==> src/rtl/rsu_pkg.sv <==
package rsu_pkg;
  typedef enum logic [1:0] {
    ST_IDLE = 2'd0,
    ST_COPY = 2'd1,
    ST_XFER = 2'd2,
    ST_FIN  = 2'd3
  } rsu_state_e;
endpackage

==> src/rtl/rsu_rst_sync.sv <==
module rsu_rst_sync (
  input  logic clk,
  input  logic rst_n,
  output logic rst_sync_n
);
  logic [1:0] sync_q;

  always_ff @(posedge clk or negedge rst_n) begin
    if (!rst_n) sync_q <= 2'b00;
    else        sync_q <= {sync_q[0], 1'b1};
  end

  assign rst_sync_n = sync_q[1];
endmodule

==> src/rtl/rsu_rank_pair.sv <==
module rsu_rank_pair #(
  parameter int W = 40
) (
  input  logic         clk,
  input  logic         rst_n,
  input  logic         perm_we,
  input  logic [W-1:0] perm_d,
  input  logic         tmp_we,
  output logic [W-1:0] perm_q,
  output logic [W-1:0] tmp_q
);
  logic [W-1:0] perm_nxt, tmp_nxt;

  always_comb begin
    perm_nxt = perm_we ? perm_d : perm_q;
    tmp_nxt  = tmp_we  ? perm_q : tmp_q;
  end

  always_ff @(posedge clk or negedge rst_n) begin
    if (!rst_n) begin
      perm_q <= '0;
      tmp_q  <= '0;
    end else begin
      perm_q <= perm_nxt;
      tmp_q  <= tmp_nxt;
    end
  end
endmodule

==> src/rtl/rsu_step.sv <==
module rsu_step #(
  parameter int W = 40
) (
  input  logic         go_left,
  input  logic         clr,
  input  logic [W-1:0] hi_tmp,
  input  logic [W-1:0] lo_tmp,
  output logic [W-1:0] hi_nxt,
  output logic [W-1:0] lo_nxt
);
  logic sgn;

  always_comb begin
    sgn = hi_tmp[W-1];
    if (go_left) begin
      hi_nxt = {hi_tmp[W-2:0], sgn};
      lo_nxt = {lo_tmp[W-2:0], sgn & ~clr};
    end else begin
      hi_nxt = {sgn, hi_tmp[W-1:1]};
      lo_nxt = {hi_tmp[0], lo_tmp[W-1:1]};
    end
  end
endmodule

==> src/rtl/rsu_seq.sv <==
module rsu_seq
  import rsu_pkg::*;
#(
  parameter int CW    = 6,
  parameter int LIMIT = 47
) (
  input  logic          clk,
  input  logic          rst_n,
  input  logic          start,
  input  logic          op_left,
  input  logic          clr_digit,
  input  logic [CW-1:0] shift_cnt,
  output logic          busy,
  output logic          done,
  output logic          bad_cnt,
  output logic          accept,
  output logic          copy_en,
  output logic          xfer_en,
  output logic          last_step,
  output logic          mode_left,
  output logic          mode_clr
);
  rsu_state_e    state_q, state_d;
  logic [CW-1:0] rem_q, rem_d;
  logic          rem_en, legal, idle;
  logic          bad_d;

  always_comb begin
    idle      = (state_q == ST_IDLE);
    legal     = (shift_cnt != '0) && (shift_cnt < CW'(LIMIT));
    accept    = idle && start && legal;
    bad_d     = idle && start && !legal;
    copy_en   = (state_q == ST_COPY);
    xfer_en   = (state_q == ST_XFER);
    last_step = xfer_en && (rem_q == CW'(1));
    rem_en    = accept || xfer_en;
    rem_d     = accept ? shift_cnt : rem_q - CW'(1);
    state_d   = state_q;
    case (state_q)
      ST_IDLE: if (accept)    state_d = ST_COPY;
      ST_COPY:                state_d = ST_XFER;
      ST_XFER: if (last_step) state_d = ST_FIN;
               else           state_d = ST_COPY;
      default:                state_d = ST_IDLE;
    endcase
  end

  always_ff @(posedge clk or negedge rst_n) begin
    if (!rst_n) begin
      state_q   <= ST_IDLE;
      rem_q     <= '0;
      mode_left <= 1'b0;
      mode_clr  <= 1'b0;
      bad_cnt   <= 1'b0;
    end else begin
      state_q <= state_d;
      bad_cnt <= bad_d;
      if (rem_en) rem_q <= rem_d;
      if (accept) begin
        mode_left <= op_left;
        mode_clr  <= clr_digit;
      end
    end
  end

  assign busy = !idle;
  assign done = (state_q == ST_FIN);
endmodule

==> src/rtl/rank_shift_unit.sv <==
module rank_shift_unit #(
  parameter int W     = 40,
  parameter int CW    = 6,
  parameter int LIMIT = 47
) (
  input  logic          clk,
  input  logic          rst_n,
  input  logic          start,
  input  logic          op_left,
  input  logic [CW-1:0] shift_cnt,
  input  logic          clr_digit,
  input  logic          load_r1,
  input  logic          load_r2,
  input  logic          load_r3,
  input  logic [W-1:0]  load_data,
  output logic [W-1:0]  r1,
  output logic [W-1:0]  r2,
  output logic [W-1:0]  r3,
  output logic          busy,
  output logic          done,
  output logic          bad_cnt
);
  localparam int NRANK = 2;

  logic         rst_q_n;
  logic         accept, copy_en, xfer_en, last_step, mode_left, mode_clr;
  logic         load_ok;
  logic [W-1:0] perm_q [NRANK];
  logic [W-1:0] tmp_q  [NRANK];
  logic [W-1:0] perm_d [NRANK];
  logic         perm_we[NRANK];
  logic [W-1:0] step_q [NRANK];
  logic         ld_sel [NRANK];
  logic [W-1:0] r3_q, r3_d;
  logic         r3_we;

  rsu_rst_sync u_rst (
    .clk       (clk),
    .rst_n     (rst_n),
    .rst_sync_n(rst_q_n)
  );

  rsu_seq #(.CW(CW), .LIMIT(LIMIT)) u_seq (
    .clk      (clk),
    .rst_n    (rst_q_n),
    .start    (start),
    .op_left  (op_left),
    .clr_digit(clr_digit),
    .shift_cnt(shift_cnt),
    .busy     (busy),
    .done     (done),
    .bad_cnt  (bad_cnt),
    .accept   (accept),
    .copy_en  (copy_en),
    .xfer_en  (xfer_en),
    .last_step(last_step),
    .mode_left(mode_left),
    .mode_clr (mode_clr)
  );

  rsu_step #(.W(W)) u_step (
    .go_left(mode_left),
    .clr    (mode_clr),
    .hi_tmp (tmp_q[0]),
    .lo_tmp (tmp_q[1]),
    .hi_nxt (step_q[0]),
    .lo_nxt (step_q[1])
  );

  assign load_ok   = !busy && !start;
  assign ld_sel[0] = load_r1;
  assign ld_sel[1] = load_r2;

  // index 0 is the accumulator, index 1 the arithmetic register
  for (genvar g = 0; g < NRANK; g++) begin : g_rank
    logic clr_here;
    always_comb begin
      clr_here = 1'b0;
      if (g == 0) begin
        clr_here = (accept && !op_left && clr_digit) ||
                   (last_step && mode_left && mode_clr);
      end
      if (clr_here) begin
        perm_we[g] = 1'b1;
        perm_d[g]  = '0;
      end else if (xfer_en) begin
        perm_we[g] = 1'b1;
        perm_d[g]  = step_q[g];
      end else if (load_ok && ld_sel[g]) begin
        perm_we[g] = 1'b1;
        perm_d[g]  = load_data;
      end else begin
        perm_we[g] = 1'b0;
        perm_d[g]  = perm_q[g];
      end
    end

    rsu_rank_pair #(.W(W)) u_pair (
      .clk    (clk),
      .rst_n  (rst_q_n),
      .perm_we(perm_we[g]),
      .perm_d (perm_d[g]),
      .tmp_we (copy_en),
      .perm_q (perm_q[g]),
      .tmp_q  (tmp_q[g])
    );
  end

  always_comb begin
    r3_we = accept || (load_ok && load_r3);
    r3_d  = accept ? perm_q[1] : load_data;
  end

  always_ff @(posedge clk or negedge rst_q_n) begin
    if (!rst_q_n)   r3_q <= '0;
    else if (r3_we) r3_q <= r3_d;
  end

  assign r1 = perm_q[0];
  assign r2 = perm_q[1];
  assign r3 = r3_q;
endmodule

==> config.mk <==
export PLATFORM = sky130hd
export DESIGN_NAME = rank_shift_unit
export DESIGN_NICKNAME = d
export VERILOG_FILES = /design/src/rtl/rsu_pkg.sv /design/src/rtl/rsu_rst_sync.sv /design/src/rtl/rsu_rank_pair.sv /design/src/rtl/rsu_step.sv /design/src/rtl/rsu_seq.sv /design/src/rtl/rank_shift_unit.sv
export SDC_FILE = /design/constraint.sdc
export NUM_CORES = 1
export LEC_CHECK = 0
export ABC_AREA = 1
export BUFFER_PORTS_ARGS = -buffer_cell sky130_fd_sc_hd__buf_2
export CAP_MARGIN = 15
export CORE_ASPECT_RATIO = 0.5
export CORE_UTILIZATION = 30
export CTS_BUF_LIST = sky130_fd_sc_hd__clkbuf_8
export DETAILED_ROUTE_END_ITERATION = 6
export REMOVE_ABC_BUFFERS = 1
export SYNTH_ARGS = -nofsm -noshare
export SYNTH_HDL_FRONTEND = slang
export SYNTH_HIERARCHICAL = 1
export SYNTH_SLANG_ARGS = --single-unit
==> constraint.sdc <==
create_clock -name clk -period 13.7 [get_ports clk]
set_input_delay 1.37 -clock clk [delete_from_list [all_inputs] [get_ports clk]]
set_output_delay 1.37 -clock clk [all_outputs]
set_load 0.1 [all_outputs]
==> metrics.md, run 1 <==
| Metric | Value |
|---|---|
| Initial Util | 30.68% |
| GRT Util Overall | 18.52% |
| PortBufs | 176 |
| Final GP Congestion | 0.8530 |
| Most used DFF post-synth | dfrtp_1 |
| Worst Hold Class | reg2reg |
| Worst setup EP type | register |
| Worst Clk Skew | 0.02188 ns |
| WS Path Type | in2reg |
| Die Y | 149.2 um |
| Post-CTS Hold Fix Bufs | 0 |
| Pre-Repair DR Iteration Count | 6 |
| IR drop worst, VDD | 0.1599 mV |
| RR Endpoint | g_rank[0].u_pair/perm_q[38] |
| Tcrit/Tclk final | 28.95% |
| First-pass GRT wire length | 65.01 mm |
| RSZ-0062 raised after global routing | false |
| Post-CTS setup buffers | 0 |
| Worst-path clk slew | 0.06 ns |
| Post-Syn Area per Cell | 6.709 um2 |
| Number of synthesized flops with an enable pin | 0 |
| Vias in the first global route | 11860 |
| Pin count of the biggest net entering global routing | 161 |
| Ys async rst share | 100.0% |
| Netlist cell types | 33 |
| CTS tree | built |
| Clk buf depth | 3 |
| Most common cell after layout, fill and taps aside | nand2_1 |
| H-Tree Depth | 2 |
| Worst Setup EP | g_rank[0].u_pair/perm_q[38] |
| Post-synthesis instance area | 13000 um2 |
| Vias per cell | 4.722 |
| Leakage power | 8.248 nW |
| Routed vias | 12470 |
| Post-layout nets | 2097 |
| Place WS | 9.217 ns |
| CTS Sinks | 213 |
| Setup TNS Final | 0 ns |
| GRT overflow | 0 |
| Area grow syn2layout | 11.89% |
| Share of post-route cells with drive strength above 1 | 15.57% |
| Die X | 296.4 um |
| Critical Path RT | 14.18 ns |
| Ports | 177 |
| Status | complete, no violations |
| WL per Instance | 15.53 um |
| Clock buffer count from CTS | 39 |
| Most frequent cells in the layout | nand2_1 (980), dfrtp_1 (211), buf_2 (176) |
| Worst-Skew Late Latency | 0.55 ns |
| Worst-margin pin slew | 1.051 ns |
| Total core area | 42370 um2 |
| Die Footprint | 44230 um2 |
| Power Density | 284.9 nW/um2 |
| HPWL Detailed | 25.29 mm |
| Post-DRT Antenna Nets | 0 |
| Hold violation total from the final report | 0 |
| Rel. slew slack | 29.93% |
| Pins Over Slew Limit | 0 |
| Filler cell count in the final layout | 4589 |
| Gate Count Post-Synth | 1938 |
| Fmax | 0.2521 GHz |
| 1st-iter DRT viols | 950 |
| Post-synthesis sequential area ratio | 41.00% |
| Critical path startpoint | shift_cnt[4] |
| Syn. warnings | 6 |
| Total wire length | 40.99 mm |
| Root Buffer | clkbuf_8 |
| Max Cap Viol | 0 |
| Setup slack after layout | 9.734 ns |
| CP Launch Type | input port |
| Critical path fanouts, max | 41 |
| Row Count | 53 |
| WP data arrival | 4.45 ns |
| R2R depth | 11 |
| Post-CTS sizing | 0 |
| Total power draw | 0.004144 W |
| Tmin final | 3.966 ns |
| Setup violations, final | 0 |
| Worst r2r src | u_seq/state_q[1] |
| Initial antenna violation count | 1 |
| Reg2reg setup slack | 10.27 ns |
| Synthesis-stage register bit count | 213 |
| Post-route DRC | 0 |
## synthesized netlist by cell type (5+ instances only)
cell	n	area share [%]
a21oi_1	43	1.7
buf_1	5	0.14
buf_2	41	1.6
buf_4	15	0.87
buf_6	28	2.4
clkbuf_1	34	0.98
dfrtp_1	213	41
inv_1	140	4.0
inv_2	5	0.14
nand2_1	980	28
nand2_2	53	2.6
nand3_1	172	6.6
nand4_1	5	0.24
nor2_1	90	2.6
o211ai_1	40	2.3
o21ai_0	45	1.7
## worst min path at each step
stage                          startpoint               to  slack, ns  cells past startpoint
after detailed placement  u_rst/sync_q[0]  u_rst/sync_q[1]       0.34                      0
final                     u_rst/sync_q[0]  u_rst/sync_q[1]       0.35                      0
after floorplan           u_rst/sync_q[0]  u_rst/sync_q[1]       0.33                      0
after CTS                 u_rst/sync_q[0]  u_rst/sync_q[1]       0.35                      0
after global placement    u_rst/sync_q[0]  u_rst/sync_q[1]       0.34                      0
after global routing      u_rst/sync_q[0]  u_rst/sync_q[1]       0.38                      0
## sequential cells by signal, indices dropped and copies added, names as in the netlist
name and count:
g_rank.u_pair/perm_q 80, g_rank.u_pair/tmp_q 80, u_seq/mode_left 1, r3 40, u_seq/state_q 2, u_seq/mode_clr 1, u_seq/rem_q 6, u_seq/bad_cnt 1
u_rst/sync_q 2
## per-stage QoR
stage	cell area, um2	util (%)	hold WS (ns)	std cells
global route	14550	34.33	0.3753	2639
global placement	13830	32.63	0.3356	2577
detailed placement	13830	32.63	0.3395	2577
floorplan	12060	-	0.3312	1805
CTS	14550	34.33	0.3521	2639
finish	14550	34.33	0.3497	2640
## worst max-delay path, cell delays in order
cell and delay (ns):
buf_2 0.13, nor2_1 0.13, nand3_2 0.15, nand4_4 0.21, inv_2 0.10, nand3b_1 0.09
buf_4 0.43, nand3_1 0.84, buf_4 0.54, inv_8 0.26, nand2_1 0.09, nand2_1 0.08
## cell type report
| class | count | area, um2 | share of cell area [%] |
|---|---|---|---|
| sequential | 213 | 5335 | 36.67 |
| multi-input combinational | 1443 | 6145 | 42.24 |
| clock inverter | 14 | 56.30 | 0.3870 |
| inverter | 149 | 590.6 | 4.060 |
| tap | 577 | 721.9 | 4.963 |
| clock buffer | 48 | 660.6 | 4.541 |
| timing repair buffer | 195 | 1036 | 7.121 |
| antenna | 1 | 2.502 | 0.01720 |
## cell families (layout without fill, tap and decap cells)
logic type                 Yosys count  count (layout)  share of synthesized area [%]
DFF                                213             213                          41.00
AOI/OAI and AO/OA                  130             130                          5.813
and+or+nand+nor                   1309            1309                          41.10
buffers and inverters              282             406                          11.80
xor gates and xnor gates             1               1                        0.06738
other                                1               2                        0.02884
adders and majority gates            2               2                         0.1924
## metal layers
metal  global-route usage, %  vias up  routed length, um
li1                        -     6156                  -
met1                   24.74     5907              18210
met2                   29.72      323              19140
met3                   3.337       81               2317
met4                   7.216        0               1333
met5                       0        -                  0
## report_power, final
group	internal (W)	switching (W)	leakage, nW
combinational	0.000541	0.00186	5.04
sequential	0.000892	0.000271	2.79
clock	0.000312	0.000272	0.415
Power figures use the tool's default switching activity.
==> run 2, diff against run 1 <==
==> constraint.sdc (replaced) <==
create_clock -name clk -period 3.5 [get_ports clk]
set_input_delay 0.35 -clock clk [delete_from_list [all_inputs] [get_ports clk]]
set_output_delay 0.35 -clock clk [all_outputs]
set_load 0.1 [all_outputs]
==> metrics.md, run 2 (synthesis results as in run 1) <==
| Metric | Value |
|---|---|
| WP data arrival | 3.07 ns (-1.38 ns) |
| Initial antenna violation count | 1 (unchanged) |
| Hold violation total from the final report | 0 (unchanged) |
| Initial Util | 30.68% (unchanged) |
| Clock buffer count from CTS | 39 (unchanged) |
| Worst r2r src | u_seq/state_q[0] |
| Fmax | 0.3792 GHz |
| Critical Path RT | 3.93 ns (-10.25 ns) |
| Place WS | 0.8873 ns (-8.330 ns) |
| Ports | 177 (unchanged) |
| Status | complete, no violations |
| Share of post-route cells with drive strength above 1 | 15.87% (+0.30 points) |
| Area grow syn2layout | 13.09% |
| Post-CTS sizing | 0 (unchanged) |
| Die X | 296.4 um (unchanged) |
| Final GP Congestion | 0.8714 (+2.2%) |
| Tcrit/Tclk final | 75.34% |
| ANT cells | 0 (-1) |
| Worst-path clk slew | 0.06 ns (about the same) |
| First-pass GRT wire length | 66.20 mm (+1.8%) |
| Min-Delay Endpoint | u_seq/mode_left |
| Vias per cell | 4.777 (+1.2%) |
| Total wire length | 41.69 mm (+1.7%) |
| Die Footprint | 44230 um2 (unchanged) |
| Root Buffer | clkbuf_8 |
| Worst Hold Slack | 0.03995 ns (-0.3098 ns) |
| 1st-iter DRT viols | 975 (+2.6%) |
| CP Launch Type | register |
| Worst Clk Skew | 0.01192 ns (-0.009957 ns) |
| Worst-Skew Late Latency | 0.55 ns (about the same) |
| CTS Sinks | 213 (unchanged) |
| GRT overflow | 0 (unchanged) |
| Rel. slew slack | 35.11% (+5.2 points) |
| Tmin final | 2.637 ns |
| H-Tree Depth | 2 (unchanged) |
| Total core area | 42370 um2 (unchanged) |
| GRT Util Overall | 18.85% (+0.33 points) |
| PortBufs | 176 (unchanged) |
| Post-DRT Antenna Nets | 0 (unchanged) |
| Row Count | 53 (unchanged) |
| Leakage power | 8.329 nW (+0.99%) |
| Setup violations, final | 0 (unchanged) |
| Worst Hold Class | in2reg |
| Pre-Repair DR Iteration Count | 5 (-1) |
| Vias in the first global route | 11870 (+0.067%) |
| Worst-margin pin slew | 0.9734 ns (-0.07765 ns) |
| Reg2reg setup slack | 0.86 ns (-9.41 ns) |
| Setup slack after layout | 0.8631 ns (-8.871 ns) |
| Power Density | 1111 nW/um2 (+290%) |
| R2R depth | 10 (-1) |
| Routed vias | 12660 (+1.5%) |
| WS Path Type | reg2reg |
| RSZ-0062 raised after global routing | false |
| Die Y | 149.2 um (unchanged) |
| Start point of the worst hold path | op_left |
| CTS tree | built |
| Post-layout nets | 2106 (+0.43%) |
| Pin count of the biggest net entering global routing | 89 (-45%) |
| IR drop worst, VDD | 0.5437 mV (+240%) |
| Pins Over Slew Limit | 0 (unchanged) |
| Clk buf depth | 3 (unchanged) |
| Most common cell after layout, fill and taps aside | nand2_1 |
| WL per Instance | 15.73 um (+1.3%) |
| HPWL Detailed | 26.68 mm (+5.5%) |
| Hold Crit Depth | 3 (+3) |
| Worst setup EP type | register |
| Critical path fanouts, max | 41 (unchanged) |
| Most frequent cells in the layout | nand2_1 (980), dfrtp_1 (211), buf_2 (176) |
| RR Endpoint | g_rank[0].u_pair/perm_q[23] |
| Max Cap Viol | 0 (unchanged) |
| Post-route DRC | 0 (unchanged) |
==> run 2: cell types whose count changed in the layout (fill, tap and decap cells not counted) <==
cell / previous run / this run
buf_12: 1 / 6
buf_4: 18 / 21
clkbuf_8: 48 / 50
clkinv_2: 4 / 2
diode_2: 1 / 0
dlygate4sd3_1: 0 / 1
inv_1: 150 / 152
==> run 2: through the flow <==
| step | power [W] | util, % | instances | TNS (ns) | instance area [um2] |
|---|---|---|---|---|---|
| after detailed placement | 0.01401 | 32.92 | 2585 | 0 | 13950 |
| final | 0.01634 | 34.70 | 2650 | 0 | 14700 |
| after floorplan | 0.01182 | - | 1805 | -787.48 | 12060 |
| after global placement | 0.01393 | 32.92 | 2585 | 0 | 13950 |
| after global routing | 0.01747 | 34.70 | 2650 | 0 | 14700 |
| after CTS | 0.01641 | 34.70 | 2650 | 0 | 14700 |
==> run 2: report_power, final <==
part,switching (W),internal [W],total [W]
Sequential,0.00104,0.00349,0.00454
Clock,0.00108,0.00126,0.00234
Combinational,0.00728,0.00218,0.00946
==> run 2: timing repair <==
| item | 4_1_cts | 5_1_grt |
|---|---|---|
| buffers inserted | 0 | 0 |
| hold buffers | 1 | 0 |
| hold endpoints to repair | 2 | 0 |
==> run 2: worst max path at each step <==
stage / startpoint / endpoint / slack (ns) / depth (start not counted)
detailed placement: u_seq/state_q[0] / g_rank[0].u_pair/perm_q[28] / 0.89 / 10
global placement: u_seq/state_q[0] / g_rank[0].u_pair/perm_q[37] / 0.96 / 10
finish: u_seq/state_q[0] / g_rank[0].u_pair/perm_q[23] / 0.86 / 10
CTS: u_seq/state_q[0] / g_rank[0].u_pair/perm_q[12] / 0.87 / 10
floorplan: u_rst/sync_q[1] / g_rank[0].u_pair/perm_q[0] / -2.88 / 0
global route: u_seq/state_q[0] / g_rank[0].u_pair/perm_q[23] / 0.58 / 10
==> run 2: area by class of cell <==
| type | instances | area [um2] |
|---|---|---|
| fillers | 4608 | 27670 |
| multi-input cells | 1443 | 6145 |
| flip-flops and latches | 213 | 5335 |
| repair buffers | 204 | 1169 |
| well taps | 577 | 721.9 |
| clock buffers | 50 | 688.2 |
| inverters | 149 | 590.6 |
| clock inverters | 14 | 53.80 |
==> run 2: metal layers <==
metal	vias to the layer above	track usage, %	part of all wire (%)	wire (um)
met5	-	0	0.034	14
met4	2	7.371	3.2	1354
met3	87	3.546	6.7	2806
met2	420	29.79	46	19110
met1	5986	25.46	44	18410
li1	6165	-	-	-
==> run 2: critical path: stages (launching register included) <==
cell and delay [ns]:
dfrtp_1 0.38, inv_2 0.12, nand2_1 0.23, inv_1 0.25
buf_4 0.46, a21oi_1 0.08, nand3_1 0.09, buf_4 0.47
inv_8 0.23, nand2_1 0.11, nand2_1 0.05
